<file path="src/rtl/i2cs_pkg.sv">
package i2cs_pkg;
  localparam int BYTE_W = 8;

  typedef enum logic [3:0] {
    ST_IDLE,
    ST_ADDR,
    ST_AACK,
    ST_PTR,
    ST_PACK,
    ST_WDAT,
    ST_WACK,
    ST_RDAT,
    ST_RACK
  } bus_state_t;
endpackage

</file>
<file path="src/rtl/i2cs_line_sync.sv">
module i2cs_line_sync #(
  parameter int SYNC_STAGES = 2
) (
  input  logic clk,
  input  logic rst,
  input  logic scl_i,
  input  logic sda_i,
  output logic scl_s,
  output logic sda_s,
  output logic scl_rise,
  output logic scl_fall,
  output logic start_det,
  output logic stop_det
);
  // the last pipeline stage keeps the previous synchronized value
  logic [SYNC_STAGES:0] scl_pipe;
  logic [SYNC_STAGES:0] sda_pipe;
  logic scl_old, sda_old;

  always_ff @(posedge clk) begin
    if (rst) begin
      scl_pipe <= '1;
      sda_pipe <= '1;
    end else begin
      scl_pipe <= {scl_pipe[SYNC_STAGES-1:0], scl_i};
      sda_pipe <= {sda_pipe[SYNC_STAGES-1:0], sda_i};
    end
  end

  assign scl_s   = scl_pipe[SYNC_STAGES-1];
  assign sda_s   = sda_pipe[SYNC_STAGES-1];
  assign scl_old = scl_pipe[SYNC_STAGES];
  assign sda_old = sda_pipe[SYNC_STAGES];

  assign scl_rise  = scl_s & ~scl_old;
  assign scl_fall  = ~scl_s & scl_old;
  assign start_det = scl_s & scl_old & sda_old & ~sda_s;
  assign stop_det  = scl_s & scl_old & ~sda_old & sda_s;
endmodule

</file>
<file path="src/rtl/i2cs_proto.sv">
module i2cs_proto
  import i2cs_pkg::*;
#(
  parameter logic [6:0] DEV_ADDR = 7'b1100000,
  parameter int         PTR_W    = 8
) (
  input  logic              clk,
  input  logic              rst,
  input  logic              scl_s,
  input  logic              sda_s,
  input  logic              scl_rise,
  input  logic              scl_fall,
  input  logic              start_det,
  input  logic              stop_det,
  input  logic [BYTE_W-1:0] rd_data_i,
  output logic              sda_low_o,
  output logic [PTR_W-1:0]  ptr_o,
  output logic              wr_req_o,
  output logic [BYTE_W-1:0] wr_data_o
);
  localparam int CNT_W = $clog2(BYTE_W + 1);
  localparam logic [CNT_W-1:0] LAST_BIT = CNT_W'(BYTE_W);

  bus_state_t        state_q;
  logic [CNT_W-1:0]  bit_cnt_q;
  logic [BYTE_W-1:0] rx_q;
  logic [BYTE_W-1:0] tx_q;
  logic              rw_q;
  logic              mack_q;
  logic              byte_done;

  assign byte_done = scl_fall && (bit_cnt_q == LAST_BIT);
  assign wr_req_o  = !stop_det && !start_det && (state_q == ST_WDAT) && byte_done;
  assign wr_data_o = rx_q;

  always_ff @(posedge clk) begin
    if (rst) begin
      state_q   <= ST_IDLE;
      bit_cnt_q <= '0;
      rx_q      <= '0;
      tx_q      <= '0;
      rw_q      <= 1'b0;
      mack_q    <= 1'b1;
      sda_low_o <= 1'b0;
      ptr_o     <= '0;
    end else if (stop_det) begin
      state_q   <= ST_IDLE;
      sda_low_o <= 1'b0;
    end else if (start_det) begin
      state_q   <= ST_ADDR;
      bit_cnt_q <= '0;
      sda_low_o <= 1'b0;
    end else begin
      case (state_q)
        ST_ADDR, ST_PTR, ST_WDAT: begin
          if (scl_rise && bit_cnt_q != LAST_BIT) begin
            rx_q      <= {rx_q[BYTE_W-2:0], sda_s};
            bit_cnt_q <= bit_cnt_q + 1'b1;
          end
          if (byte_done) begin
            if (state_q == ST_ADDR) begin
              if (rx_q[BYTE_W-1:1] == DEV_ADDR) begin
                rw_q      <= rx_q[0];
                sda_low_o <= 1'b1;
                state_q   <= ST_AACK;
              end else begin
                state_q   <= ST_IDLE;
              end
            end else if (state_q == ST_PTR) begin
              ptr_o     <= rx_q;
              sda_low_o <= 1'b1;
              state_q   <= ST_PACK;
            end else begin
              ptr_o     <= ptr_o + 1'b1;
              sda_low_o <= 1'b1;
              state_q   <= ST_WACK;
            end
          end
        end
        ST_AACK: begin
          if (scl_fall) begin
            bit_cnt_q <= '0;
            if (rw_q) begin
              tx_q      <= rd_data_i;
              sda_low_o <= ~rd_data_i[BYTE_W-1];
              state_q   <= ST_RDAT;
            end else begin
              sda_low_o <= 1'b0;
              state_q   <= ST_PTR;
            end
          end
        end
        ST_PACK, ST_WACK: begin
          if (scl_fall) begin
            sda_low_o <= 1'b0;
            bit_cnt_q <= '0;
            state_q   <= ST_WDAT;
          end
        end
        ST_RDAT: begin
          if (scl_rise) bit_cnt_q <= bit_cnt_q + 1'b1;
          if (scl_fall) begin
            if (bit_cnt_q == LAST_BIT) begin
              sda_low_o <= 1'b0;
              ptr_o     <= ptr_o + 1'b1;
              state_q   <= ST_RACK;
            end else begin
              sda_low_o <= ~tx_q[BYTE_W-2];
              tx_q      <= {tx_q[BYTE_W-2:0], 1'b0};
            end
          end
        end
        ST_RACK: begin
          if (scl_rise) mack_q <= sda_s;
          if (scl_fall) begin
            if (!mack_q) begin
              tx_q      <= rd_data_i;
              sda_low_o <= ~rd_data_i[BYTE_W-1];
              bit_cnt_q <= '0;
              state_q   <= ST_RDAT;
            end else begin
              state_q   <= ST_IDLE;
            end
          end
        end
        default: ;
      endcase
    end
  end

  // own SDA drive moves only while the synchronized clock is low
  p_sda_moves_scl_low_r2: assert property (@(posedge clk) disable iff (rst)
    !$stable(sda_low_o) |-> !scl_s);

  // bit counter never runs past one byte
  p_cnt_bound_r2: assert property (@(posedge clk) disable iff (rst)
    bit_cnt_q <= LAST_BIT);

  // every accepted data byte advances the pointer by one
  p_ptr_step_r5: assert property (@(posedge clk) disable iff (rst)
    wr_req_o |=> ptr_o == $past(ptr_o) + 1'b1);

  // a STOP returns to idle with SDA released
  p_stop_release_r7: assert property (@(posedge clk) disable iff (rst)
    stop_det |=> (state_q == ST_IDLE) && !sda_low_o);
endmodule

</file>
<file path="src/rtl/i2cs_regfile.sv">
module i2cs_regfile
  import i2cs_pkg::*;
#(
  parameter int                         NUM_REGS = 8,
  parameter int                         PTR_W    = 8,
  parameter logic [NUM_REGS*BYTE_W-1:0] REG_INIT = 64'h1716_1514_1312_1110
) (
  input  logic                       clk,
  input  logic                       rst,
  input  logic                       clr_i,
  input  logic                       wr_req_i,
  input  logic [PTR_W-1:0]           ptr_i,
  input  logic [BYTE_W-1:0]          wr_data_i,
  output logic [BYTE_W-1:0]          rd_data_o,
  output logic [NUM_REGS*BYTE_W-1:0] regs_flat_o,
  output logic                       wr_stb_o,
  output logic [PTR_W-1:0]           wr_addr_o,
  output logic [BYTE_W-1:0]          wr_data_o
);
  logic [BYTE_W-1:0] regs_q [NUM_REGS];
  logic              hit;

  assign hit = ptr_i < PTR_W'(NUM_REGS);

  for (genvar g = 0; g < NUM_REGS; g++) begin : g_reg
    always_ff @(posedge clk) begin
      if (rst || clr_i)
        regs_q[g] <= REG_INIT[g*BYTE_W +: BYTE_W];
      else if (wr_req_i && ptr_i == PTR_W'(g))
        regs_q[g] <= wr_data_i;
    end
    assign regs_flat_o[g*BYTE_W +: BYTE_W] = regs_q[g];
  end

  always_comb begin
    rd_data_o = '0;
    for (int i = 0; i < NUM_REGS; i++)
      if (ptr_i == PTR_W'(i)) rd_data_o = regs_q[i];
  end

  always_ff @(posedge clk) begin
    if (rst) begin
      wr_stb_o  <= 1'b0;
      wr_addr_o <= '0;
      wr_data_o <= '0;
    end else begin
      wr_stb_o <= wr_req_i && hit && !clr_i;
      if (wr_req_i && hit && !clr_i) begin
        wr_addr_o <= ptr_i;
        wr_data_o <= wr_data_i;
      end
    end
  end

  // an undervoltage flag restores every default on the next edge
  p_clr_defaults_r8: assert property (@(posedge clk) disable iff (rst)
    clr_i |=> regs_flat_o == REG_INIT);

  // writes beyond the bank leave every register untouched
  p_unimpl_untouched_r4: assert property (@(posedge clk) disable iff (rst)
    (wr_req_i && !hit && !clr_i) |=> $stable(regs_flat_o));

  // the strobe lasts a single cycle
  p_stb_single_r9: assert property (@(posedge clk) disable iff (rst)
    wr_stb_o |=> !wr_stb_o);
endmodule

</file>
<file path="src/rtl/regctl_i2c_slave.sv">
module regctl_i2c_slave
  import i2cs_pkg::*;
#(
  parameter logic [6:0]                 DEV_ADDR    = 7'b1100000,
  parameter int                         NUM_REGS    = 8,
  parameter int                         PTR_W       = 8,
  parameter int                         SYNC_STAGES = 2,
  parameter logic [NUM_REGS*BYTE_W-1:0] REG_INIT    = 64'h1716_1514_1312_1110
) (
  input  logic                       clk,
  input  logic                       rst,
  input  logic                       uvlo_a_i,
  input  logic                       uvlo_b_i,
  input  logic                       scl_i,
  input  logic                       sda_i,
  output logic                       sda_pull_o,
  output logic [NUM_REGS*BYTE_W-1:0] regs_o,
  output logic                       wr_stb_o,
  output logic [PTR_W-1:0]           wr_addr_o,
  output logic [BYTE_W-1:0]          wr_data_o
);
  logic              scl_s, sda_s, scl_rise, scl_fall, start_det, stop_det;
  logic [PTR_W-1:0]  ptr;
  logic              wr_req;
  logic [BYTE_W-1:0] wr_byte;
  logic [BYTE_W-1:0] rd_byte;

  i2cs_line_sync #(.SYNC_STAGES(SYNC_STAGES)) u_sync (
    .clk(clk), .rst(rst), .scl_i(scl_i), .sda_i(sda_i),
    .scl_s(scl_s), .sda_s(sda_s), .scl_rise(scl_rise), .scl_fall(scl_fall),
    .start_det(start_det), .stop_det(stop_det)
  );

  i2cs_proto #(.DEV_ADDR(DEV_ADDR), .PTR_W(PTR_W)) u_proto (
    .clk(clk), .rst(rst), .scl_s(scl_s), .sda_s(sda_s),
    .scl_rise(scl_rise), .scl_fall(scl_fall),
    .start_det(start_det), .stop_det(stop_det),
    .rd_data_i(rd_byte), .sda_low_o(sda_pull_o), .ptr_o(ptr),
    .wr_req_o(wr_req), .wr_data_o(wr_byte)
  );

  i2cs_regfile #(.NUM_REGS(NUM_REGS), .PTR_W(PTR_W), .REG_INIT(REG_INIT)) u_regs (
    .clk(clk), .rst(rst), .clr_i(uvlo_a_i | uvlo_b_i),
    .wr_req_i(wr_req), .ptr_i(ptr), .wr_data_i(wr_byte),
    .rd_data_o(rd_byte), .regs_flat_o(regs_o),
    .wr_stb_o(wr_stb_o), .wr_addr_o(wr_addr_o), .wr_data_o(wr_data_o)
  );

  // a write strobe coincides with the acknowledge drive
  p_ack_with_strobe_r9: assert property (@(posedge clk) disable iff (rst)
    wr_stb_o |-> sda_pull_o);
endmodule

</file>
<file path="config.mk">
export PLATFORM = sky130hd
export DESIGN_NAME = regctl_i2c_slave
export DESIGN_NICKNAME = d
export VERILOG_FILES = /design/src/rtl/i2cs_pkg.sv /design/src/rtl/i2cs_line_sync.sv /design/src/rtl/i2cs_proto.sv /design/src/rtl/i2cs_regfile.sv /design/src/rtl/regctl_i2c_slave.sv
export SDC_FILE = /design/constraint.sdc
export NUM_CORES = 1
export LEC_CHECK = 0
export ABC_AREA = 1
export CAP_MARGIN = 20
export CORE_MARGIN = 8
export CORE_UTILIZATION = 52
export CTS_CLUSTER_SIZE = 30
export DETAILED_ROUTE_END_ITERATION = 10
export PLACE_DENSITY = 0.77
export SLEW_MARGIN = 20
export SYNTH_ARGS = -nofsm -noshare
export SYNTH_HDL_FRONTEND = slang
export SYNTH_HIERARCHICAL = 1
export SYNTH_SLANG_ARGS = --single-unit
export TNS_END_PERCENT = 10
</file>
<file path="constraint.sdc">
create_clock -name clk -period 6.3 [get_ports clk]
set_input_delay 0.945 -clock clk [delete_from_list [all_inputs] [get_ports clk]]
set_output_delay 0.945 -clock clk [all_outputs]
set_load 0.01 [all_outputs]
</file>
==> metrics <==
diode count=0; r2r setup slk=3300 ps; Setup WS pre-CTS=2370 ps; CTS Hold Buffers Added=0; drt total wl=17200 um; synthesis-to-layout area growth=26.7%; RSZ-0062 raised after global routing=false; Synthesis Warnings=6; dpl hpwl=12600 um; Int Pwr=1.78 mW; P_leak=3.08 nW; port buffer count=87; core area=11300 sq um; Die Span X=123 um; Worst slew margin=32.8%; Ports=88; cts repair resizes=0; CTS tree=built; CTS Buf Count=17; htree depth=4; end point of the critical path=u_regs/regs_q[0][6]; routed via count=5378; total power divided by cell area=354 nW/um^2; Worst setup SP type=input port; Fillers=916; area of the multi-input gates=2580 sq um; drt wl/cell=17.6 um; setup tns final=0 ps; Max Fclk=325 MHz; Logic pwr share=27.6%; syn_nets=740; DR pass1 iterations=6; Net Sw Frac=33.9%; net switching power=0.913 mW; status=complete, no violations; worst path arrival time=3090 ps; slew at the pin with the worst max-slew slack=997 ps; fin crit share=48.8%; synthesis-stage register bit count=121; GP Congestion=0.885; worst r2r dst=u_regs/regs_q[0][6]; Final Skew=6.98 ps; DRC Markers=0; sequential cell area=3060 sq um; Reg2Reg Launch Point=u_proto/bit_cnt_q[0]; die height=123 um; max_cap viols=0; Total Nets Final=832; row count=39; initial antenna violation count=0; global-route wire length before repair=27800 um; Mean Syn Cell Area=8.20 sq um; Slew Limit Fails=0; ANT nets after route=0; gr usage total=24.0%; Worst Hold Class=register to register; share of layout cells above drive strength 1=11.7%; minimum clock period=3080 ps; CTS Root Cell=clkbuf_16; CTS max path bufs=2; critical path class=input port to register; post-DR vias/cell=5.49; Clock Sinks=121; final instance area=7600 sq um; CP endpoint kind=register; Initial Util=53.0%; Seq/Total Area, Yosys=51.1%; Placement Cell Area=6970 sq um; cell count of the worst reg-to-reg path=9; DRT iter0 DRCs=487; clock power share=38.1%; pin count of the biggest net entering global routing=28; Critical path origin=rst; Post-CTS Setup Inserts=0; die area=15200 sq um; vias in the first global route=5199; Seq pwr share=34.3%; worst-skew pair later-pin latency=420 ps; Max Fanout on Critical Path=21; Setup WS post-layout=3220 ps; peak supply drop=225 uV; Req. time, crit path=6320 ps; mapped cell area=6000 sq um; Syn Inst Count=731; Clock transition at path regs=60 ps; final setup fails=0; total grt overflow=0; Synth cell types=39; final hold vios=0
-- sequential cells by signal, summed over array words and instances (netlist names), 3 cells and up --
register and cells:
u_sync/scl_pipe 3, u_proto/ptr_o 8, u_sync/sda_pipe 3, u_regs/wr_addr_o 8, u_proto/wr_data_o 8, u_proto/tx_q 7, u_proto/bit_cnt_q 4, u_regs/wr_data_o 8
u_regs/regs_q 64, u_proto/state_q 4
-- critical path, stage by stage --
cell and delay (ps):
clkdlybuf4s50_1 800, nor2_2 760, o21ai_0 580
-- power by group through the flow --
stage	registers [mW]	clock network (mW)	logic [mW]
floorplan	0.928	0	0.566
global placement	0.937	0	0.706
detailed placement	0.937	0	0.727
CTS	0.922	1.03	0.733
global route	0.929	1.07	0.824
finish	0.923	1.02	0.741
-- cell families after synthesis --
kind of cell / share of synthesized area (%)
DFF: 51.1
AOI/OAI and AO/OA: 8.72
and+or+nand+nor: 32.8
adders and majority gates: 0.626
buffers and inverters: 5.90
muxes: 0.334
xor gates and xnor gates: 0.584
-- placed cells by master, fill, tap and decap left out, drive strengths merged, types with 2 or more instances in the layout --
cell,instances
clkdlybuf4s50,87
clkinvlp,3
nor2,148
o21bai,8
nand2,179
or2,5
a21oi,39
nor3,8
o21ai,41
bufinv,4
edfxtp,64
clkbuf,18
nand4,11
inv,67
ha,3
dfxtp,57
nand3b,2
mux2i,2
nand3,69
xor2,3
clkinv,12
-- per-stage QoR --
step / instances / util (%) / power [mW] / hold WS [ps]
after floorplan: 731 / - / 1.49 / 383
after global routing: 979 / 67.1 / 2.82 / 434
after CTS: 979 / 67.1 / 2.68 / 416
after detailed placement: 947 / 61.6 / 1.66 / 403
final: 979 / 67.1 / 2.69 / 414
after global placement: 947 / 61.6 / 1.64 / 396
-- how the worst min path moves through the flow --
stage / slack (ps) / start / to / depth (start not counted)
2_1_floorplan: 380 / u_sync/scl_pipe[0] / u_sync/scl_pipe[1] / 1
3_3_place_gp: 400 / u_sync/scl_pipe[0] / u_sync/scl_pipe[1] / 1
3_5_place_dp: 400 / u_sync/scl_pipe[0] / u_sync/scl_pipe[1] / 1
4_1_cts: 420 / u_sync/scl_pipe[0] / u_sync/scl_pipe[1] / 1
5_1_grt: 430 / u_sync/scl_pipe[0] / u_sync/scl_pipe[1] / 1
6_report: 410 / u_sync/scl_pipe[0] / u_sync/scl_pipe[1] / 1
-- cell type report --
class,count,area share [%]
clock buffers,18,5.65
clock inverters,14,2.57
inverters,72,3.56
multi-input cells,523,34.0
flip-flops and latches,121,40.3
well taps,143,2.36
repair buffers,88,11.6
-- layer usage --
layer	track usage, %	wire (um)
met1	30.0	7020
met2	37.8	8040
met3	8.45	1890
met4	7.98	284
met5	0	0
-- synth_stat cells, drive strengths merged --
library cell	n	area (sq um)
a311o	1	10.0
o211ai	1	7.51
or2	5	31.3
clkinv	8	30.0
nand2	179	737
nand3	69	365
nand4	11	68.8
o21ai	41	205
o21bai	8	60.1
nor3	8	72.6
dfxtp	57	1140
nand3b	2	15.0
buf	12	72.6
mux2i	2	20.0
xnor2	1	8.76
a21oi	39	206
ha	3	37.5
xor2	3	26.3
a31oi	1	21.3
a211oi	1	12.5
inv	64	240
edfxtp	64	1920
clkbuf	3	11.3
nor2	148	674
Power figures use the tool's default switching activity.
